<file path="config.mk">
export PLATFORM = sky130hd
export DESIGN_NAME = selfref_sequencer
export DESIGN_NICKNAME = d
export VERILOG_FILES = /design/src/rtl/selfref_pkg.sv /design/src/rtl/selfref_wait_cnt.sv /design/src/rtl/selfref_fsm.sv /design/src/rtl/selfref_sequencer.sv
export SDC_FILE = /design/constraint.sdc
export NUM_CORES = 1
export LEC_CHECK = 0
export BUFFER_PORTS_ARGS = -buffer_cell sky130_fd_sc_hd__buf_2
export CORE_MARGIN = 5
export CORE_UTILIZATION = 42
export CTS_CLUSTER_SIZE = 40
export DETAILED_ROUTE_END_ITERATION = 6
export GPL_TIMING_DRIVEN = 0
export HOLD_SLACK_MARGIN = 0.02
export PLACE_DENSITY = 0.57
export SYNTH_ARGS = -nofsm -noshare
export SYNTH_HDL_FRONTEND = slang
export SYNTH_SLANG_ARGS = --single-unit
export TNS_END_PERCENT = 100
</file>
<file path="constraint.sdc">
create_clock -name clk -period 2.7 [get_ports clk]
set_clock_uncertainty 0.1 [all_clocks]
set_input_delay 0.405 -clock clk [delete_from_list [all_inputs] [get_ports clk]]
set_output_delay 0.405 -clock clk [all_outputs]
set_load 0.02 [all_outputs]
</file>
<file path="src/rtl/selfref_pkg.sv">
package selfref_pkg;

  localparam int CMD_W = 4;

  // command bus bits: {cs_n, ras_n, cas_n, we_n}
  localparam logic [CMD_W-1:0] CMD_NOP = 4'b0111;
  localparam logic [CMD_W-1:0] CMD_REF = 4'b0001;

  typedef enum logic [2:0] {
    ST_IDLE     = 3'd0,
    ST_ENTER    = 3'd1,
    ST_IN_SR    = 3'd2,
    ST_WAIT_CLK = 3'd3,
    ST_EXIT_NOP = 3'd4,
    ST_READY    = 3'd5
  } sr_state_t;

endpackage

</file>
<file path="src/rtl/selfref_wait_cnt.sv">
// Down-counter: done rises exactly `limit` cycles after the load edge.
module selfref_wait_cnt #(
  parameter int CW = 8
) (
  input  logic          clk,
  input  logic          rst,
  input  logic          clr,
  input  logic          load,
  input  logic [CW-1:0] limit,
  output logic          done
);

  logic [CW-1:0] cnt;
  logic          run;

  always_ff @(posedge clk) begin
    if (rst) begin
      cnt  <= '0;
      run  <= 1'b0;
      done <= 1'b1;
    end else if (clr) begin
      cnt  <= '0;
      run  <= 1'b0;
      done <= 1'b0;
    end else if (load) begin
      cnt  <= limit - 1'b1;
      run  <= 1'b1;
      done <= 1'b0;
    end else if (run) begin
      if (cnt == '0) begin
        run  <= 1'b0;
        done <= 1'b1;
      end else begin
        cnt <= cnt - 1'b1;
      end
    end
  end

endmodule

</file>
<file path="src/rtl/selfref_fsm.sv">
module selfref_fsm
  import selfref_pkg::*;
(
  input  logic             clk,
  input  logic             rst,
  input  logic             sr_req,
  input  logic             sched_busy,
  input  logic             wake_req,
  input  logic             clk_stable,
  input  logic             cmd_done,
  output logic             go_enter,
  output logic             go_exit,
  output logic             cke,
  output logic [CMD_W-1:0] cmd
);

  sr_state_t st, nxt;
  logic      can_enter;

  assign can_enter = sr_req && !sched_busy;

  always_comb begin
    nxt      = st;
    go_enter = 1'b0;
    go_exit  = 1'b0;
    case (st)
      ST_IDLE, ST_READY: begin
        if (can_enter) begin
          nxt      = ST_ENTER;
          go_enter = 1'b1;
        end
      end
      ST_ENTER:    nxt = ST_IN_SR;
      ST_IN_SR:    if (wake_req) nxt = ST_WAIT_CLK;
      ST_WAIT_CLK: begin
        if (clk_stable) begin
          nxt     = ST_EXIT_NOP;
          go_exit = 1'b1;
        end
      end
      ST_EXIT_NOP: begin
        if (cmd_done) begin
          if (can_enter) begin
            nxt      = ST_ENTER;
            go_enter = 1'b1;
          end else begin
            nxt = ST_READY;
          end
        end
      end
      default: nxt = ST_IDLE;
    endcase
  end

  always_ff @(posedge clk) begin
    if (rst) begin
      st  <= ST_IDLE;
      cke <= 1'b1;
      cmd <= CMD_NOP;
    end else begin
      st  <= nxt;
      cke <= !((nxt == ST_ENTER) || (nxt == ST_IN_SR) || (nxt == ST_WAIT_CLK));
      cmd <= (nxt == ST_ENTER) ? CMD_REF : CMD_NOP;
    end
  end

endmodule

</file>
<file path="src/rtl/selfref_sequencer.sv">
module selfref_sequencer
  import selfref_pkg::*;
#(
  parameter int XSNR_CYC = 10,
  parameter int DLL_CYC  = 200
) (
  input  logic             clk,
  input  logic             rst,
  input  logic             sr_req,
  input  logic             sched_busy,
  input  logic             wake_req,
  input  logic             clk_stable,
  input  logic             slow_mode,
  output logic             cke,
  output logic [CMD_W-1:0] cmd,
  output logic             cmd_ok,
  output logic             read_ok
);

  localparam int CW   = $clog2(DLL_CYC + 1);
  localparam int NCNT = 2;   // 0: command window, 1: read window

  logic            go_enter, go_exit;
  logic [NCNT-1:0] done;
  logic [CW-1:0]   lim [NCNT];

  assign lim[0] = slow_mode ? CW'(DLL_CYC) : CW'(XSNR_CYC);
  assign lim[1] = CW'(DLL_CYC);

  selfref_fsm u_fsm (
    .clk       (clk),
    .rst       (rst),
    .sr_req    (sr_req),
    .sched_busy(sched_busy),
    .wake_req  (wake_req),
    .clk_stable(clk_stable),
    .cmd_done  (done[0]),
    .go_enter  (go_enter),
    .go_exit   (go_exit),
    .cke       (cke),
    .cmd       (cmd)
  );

  for (genvar i = 0; i < NCNT; i++) begin : g_win
    selfref_wait_cnt #(.CW(CW)) u_cnt (
      .clk  (clk),
      .rst  (rst),
      .clr  (go_enter),
      .load (go_exit),
      .limit(lim[i]),
      .done (done[i])
    );
  end

  assign cmd_ok  = done[0];
  assign read_ok = done[1];

endmodule

</file>
# Word-level counts from Yosys, hierarchy flattened
# Cells that the tools add are included.
dict set report totals {
  romBits 0
  n_memories 0
  output_inout_bits 7
  ff_bits 28
  ram_bits 0
  latch_bits 0
  input_bits 7
  word_cells 79
}
dict set report classes {
  shifts 0
  muxes 33
  eq_ne 10
  n_div 0
  n_addsub 3
  n_lt_le_gt_ge 0
  reduce_logical 22
  multipliers 0
  bitwise_logic 1
}
# cell n
set ops {}
lappend ops {{two-way mux 8 bit} 7}
lappend ops {{subtractor 8 x 1 -> 8 bit, second input constant} 3}
lappend ops {{two-way mux 1 bit} 18}
lappend ops {{two-way mux 3 bit} 6}
lappend ops {{logical NOT 8 bit} 2}
lappend ops {{case mux 3 bit (5 select lines)} 1}
lappend ops {{== test 3 x 2 -> 1 bit, second input constant} 4}
lappend ops {{nonzero test 3 bit} 4}
lappend ops {{AND reduction 2 bit} 5}
lappend ops {{== test 3 x 1 -> 1 bit, second input constant} 2}
lappend ops {{== test 3 bit, second input constant} 2}
lappend ops {{nonzero test 2 bit} 2}
lappend ops {{OR reduction 2 bit} 2}
lappend ops {{logical NOT 3 bit} 1}
lappend ops {{OR reduction 3 bit} 1}
lappend ops {{logical NOT 1 bit} 2}
lappend ops {{logical OR 1 bit} 2}
lappend ops {{inequality test 2 x 1 -> 1 bit, second input constant} 1}
lappend ops {{inequality test 2 bit, second input constant} 1}
lappend ops {{case mux 1 bit (2 select lines)} 1}
lappend ops {{logical AND 1 bit} 1}
lappend ops {{NOT 1 bit} 1}

# Longest topological paths before layout
dict set report depth {
  ltp_word 9
  depth_mapped 10
  ltp_nobuf 8
}

# Cells and area by module
# A second synthesis with hierarchy kept.
dict set report hier_totals {
  hier_cells 212
  area_unflattened_um2 1854.3
}
# mod area_per_inst_um2 cells_each n_inst seq_area_each_um2
set modules_own_cells {}
lappend modules_own_cells {selfref_wait_cnt 764.5 85 2 200.2}
lappend modules_own_cells {selfref_fsm 314.1 39 1 100.1}
lappend modules_own_cells {selfref_sequencer 11.3 3 1 0.0}

# Worst setup path before layout
# No wires, ideal clock.
dict set report synth_timing {
  kind {register to register}
  startpoint {register u_fsm.st[0]}
  endpoint {register g_win[0].u_cnt.cnt[4]}
  slack_ns 0.364
  arrival_ns 2.166
  stages_incl_launch_ff 11
  synth_period_minus_slack_ns 2.336
  setup_ns 0.070
  required_time_ns 2.530
  n_path_buf 2
  cell_sequence {dfxtp_1 > clkbuf_1 > and4b_1 > clkbuf_1 > nand2_1 > o21ai_0 > ha_1 > nand2b_1 > or3_1 > or3_1 > a21oi_1}
}
dict set report synth_between {
  elab_chain_len 4
  elab_cells_between_ends 12
  classes_between {eq/ne (4); mux (3); reduce/logical (5)}
}
# item line
set synth_lines {}
lappend synth_lines {{start: declaration} selfref_fsm.sv:17} ;# sr_state_t st, nxt;
lappend synth_lines {{start signal: assignment} selfref_fsm.sv:61} ;# st <= nxt;
lappend synth_lines {{== test 3 bit, or another cell as far along} selfref_fsm.sv:26} ;# case (st)
lappend synth_lines {{OR reduction 2 bit or two-way mux 1 bit (tied branches)} selfref_fsm.sv:26}
lappend synth_lines {{case mux 1 bit (2 select lines), or another cell as far along} selfref_fsm.sv:26}
lappend synth_lines {{OR reduction 2 bit (no source line) or AND reduction 2 bit (tied branches)} n/a}
lappend synth_lines {{end signal: assignment} selfref_wait_cnt.sv:26} ;# cnt <= limit - 1'b1;
lappend synth_lines {{end signal: assignment} selfref_wait_cnt.sv:34} ;# cnt <= cnt - 1'b1;
lappend synth_lines {{end: declaration} selfref_wait_cnt.sv:13} ;# logic [CW-1:0] cnt;
# Parallel ways exist; a longest one is shown, timed or not.
# A chain may end at the register's enable or synchronous reset.

# Final worst setup path
dict set report layout_timing {
  startpoint {register u_fsm.st[1]}
  endpoint {register g_win[0].u_cnt.cnt[4]}
}
# The elaborated chain is that of the path after synthesis.

==> results.ini <==
[cts]
cts_tree=built
htreeDepth=1
cts_buffers=3
cts_buffer_depth=2
cts_sinks=25
insertion_delay_ns=0.32
cts_root_buf=clkbuf_4
clkTransAtPathRegs_ns=0.14

[synthesis]
synth_cell_types=46
ys.flop_type=dfxtp_1
ys_async_sr_fraction=0
synth_top_area_share=0.381
netlist_area_um2=1310
synthTopCellsByCount=25 x dfxtp_1, 12 x a21oi_1, 10 x nand2_1, 9 x nor2_1
ys_ff_latch=25
yosysSeqAreaShare=0.381
netlist_instances=150
synth_largest_area_cell=dfxtp_1
synthesis.nets=159
synth-edff-count=0
yosysMostFrequentCell=dfxtp_1
avgSynthCellArea_um2=8.75
yosys_warnings=0
synthTopCellsByArea=dfxtp_1 38%, a21oi_1 4.6%, xnor2_1 3.3%, nand2_1 2.9%, nor2_1 2.6%

[grt]
grt_antenna_before_repair=0
grt_start_max_net_pins=15
grt_pass1_vias=1078
grt_pass1_wl_um=4660
grt_usage=0.137
grt_overflow=0

[placed_design]
dp_hpwl_um=1940
place_congestion=0.864
placed_cell_area_um2=1420
io_buffers=11
place_ws_ns=-0.0499

[power_and_ir_drop]
peakVddDrop_v=0.000179
power.leakage_nw=0.530
power.total_mw=0.623
p_per_area_nw_per_um2=429
seq_power_share=0.617
internal_power_mw=0.459
p_sw_frac=0.263
power_frac_comb=0.108
p_sw_mw=0.164
clockPowerShare=0.275

[detailed_routing]
wl_per_cell_um=12.6
vias=1132
wl_um=2630
drt_iter0_drc=32
avgViaCountPerCell=5.44
final_antenna_net_count=0
route.detailed.drc=0
firstDrtPassIters=4

[worst_setup_path]
cp.required_ns=2.87
arrival_ns=2.61
crit_path_end_kind=register
rr_startpoint=u_fsm.st[1]$_SDFF_PP0_
critPathLaunchType=register
rrSetupSlack_ns=0.26
r2r_end=g_win[0].u_cnt.cnt[4]$_SDFFE_PP0P_
path_max_fanout=9
crit_type=register to register
rr_worst_depth=9

[final_layout]
final_util=0.479
area.growth.synth_to_final_pct=10.6
nFillCells=307
n_antenna_cell=0
fin_nets=174
final_layout_size_suffix_gt1_frac=0.201
post-route-cell-area_um2=1450

[worst_hold_path]
min_path_type=primary input to register
holdPathStages=2
holdCritStartpoint=rst
min_to=u_fsm.st[1]$_SDFF_PP0_

[timing]
rsz0062_at_grt=no
fin_ws_ns=0.263
drv_slew=0
fin_crit_sh=0.903
setup_violations=0
finalHoldViolations=0
min_period_ns=2.44
timing.hold.ws_ns=0.256
clock.fmax_mhz=410
relSlewSlack=0.616
worst_slew_pin_slew_ns=0.575

[die]
die_w_um=65.9
boundaryPins=14
floorplan.initialDensity=0.433
fp.dieArea_um2=4340
core_um2=3030
die_h_um=65.9
rows=20

[run]
cap_violations=0

[run_status]
status=finished clean

[final cells by class]
type                       instances  area, um2  area share
buffer                             7       40.0      0.0276
clock buffer                       3       22.5      0.0155
clock inverter                     1       5.00     0.00345
inverter                           6       22.5      0.0155
multi-input combinational        110        743       0.512
sequential                        25        500       0.345
tap                               44       55.1      0.0379
timing repair buffer              12       62.6      0.0431
[state kept, by name, indices dropped and copies added, names as in the netlist]
| register | cells |
|---|---|
| g_win.u_cnt.cnt | 16 |
| u_fsm.st | 3 |
| g_win.u_cnt.done | 2 |
| g_win.u_cnt.run | 2 |
| u_fsm.cke | 1 |
| u_fsm.cmd | 1 |
[power groups by stage]
stage,logic [mW],registers (mW),clock network (mW)
6_report,0.0670,0.384,0.171
5_1_grt,0.0745,0.386,0.198
4_1_cts,0.0699,0.383,0.183
3_5_place_dp,0.0695,0.391,0
3_3_place_gp,0.0692,0.390,0
2_1_floorplan,0.0423,0.396,0
[critical path: stages, from the launching register on]
cell	delay, ns
dfxtp_1	0.34
clkbuf_1	0.25
and4b_2	0.40
nand2_1	0.14
o21ai_0	0.10
ha_1	0.21
nand2b_1	0.10
or3_1	0.33
or3_1	0.31
a21oi_1	0.11
[layer usage]
metal	track usage	up-vias	share of wire
li1	-	582	-
met1	0.182	520	0.49
met2	0.217	26	0.46
met3	0.0153	4	0.037
met4	0.0699	0	0.017
met5	0	-	0
[repair_timing]
action | CTS | global route
endpoints found under the hold margin | 0 | 0
resized for setup | 0 | 1
setup endpoints to repair | 1 | 2
hold buffers | 0 | 0
pin swaps | 1 | 0
buffers inserted | 1 | 0
[how the worst max path moves through the flow]
stage | slack, ns | end | cells after the start | from
finish | 0.26 | g_win[0].u_cnt.cnt[4]$_SDFFE_PP0P_ | 9 | u_fsm.st[1]$_SDFF_PP0_
floorplan | 0.36 | g_win[0].u_cnt.cnt[4]$_SDFFE_PP0P_ | 10 | u_fsm.st[0]$_SDFF_PP0_
CTS | 0.09 | g_win[0].u_cnt.cnt[4]$_SDFFE_PP0P_ | 9 | u_fsm.st[0]$_SDFF_PP0_
detailed placement | -0.05 | g_win[0].u_cnt.cnt[4]$_SDFFE_PP0P_ | 9 | u_fsm.st[0]$_SDFF_PP0_
global placement | -0.008 | g_win[0].u_cnt.cnt[4]$_SDFFE_PP0P_ | 9 | u_fsm.st[0]$_SDFF_PP0_
global route | 0.03 | g_win[0].u_cnt.cnt[4]$_SDFFE_PP0P_ | 9 | u_fsm.st[1]$_SDFF_PP0_
[logic make-up (layout without fill, tap and decap cells)]
group                      Yosys count  count (layout)  share of synthesized area
buffers and inverters               15              29                     0.0534
muxes                                3               3                     0.0238
and+or+nand+nor                     55              55                      0.254
xor gates and xnor gates             5               5                     0.0334
other                                2               2                    0.00572
adders and majority gates            2               2                     0.0191
AOI/OAI and AO/OA                   43              43                      0.230
DFF                                 25              25                      0.381
[layout by cell type, fill, tap and decap left out, types with 3 or more instances in the layout]
master | synthesis | routed
a31oi_1 | 4 | 4
xnor2_1 | 5 | 5
nor3_1 | 6 | 6
a211oi_1 | 3 | 3
nor2b_1 | 5 | 5
o21ai_0 | 5 | 5
clkbuf_4 | 0 | 3
inv_1 | 6 | 6
buf_2 | 1 | 12
nor2_1 | 9 | 9
o211ai_1 | 3 | 3
o2111ai_1 | 3 | 3
dfxtp_1 | 25 | 25
nand3_1 | 3 | 3
buf_4 | 3 | 4
or3_1 | 3 | 3
nand2_1 | 10 | 10
a21oi_1 | 12 | 12
[through the flow]
stage                     TNS [ns]  instances
after floorplan                  0        150
final                            0        208
after global routing             0        208
after global placement    -0.00752        205
after detailed placement   -0.0499        205
after CTS                        0        209
Note: power is estimated with default switching activity, not from simulation.
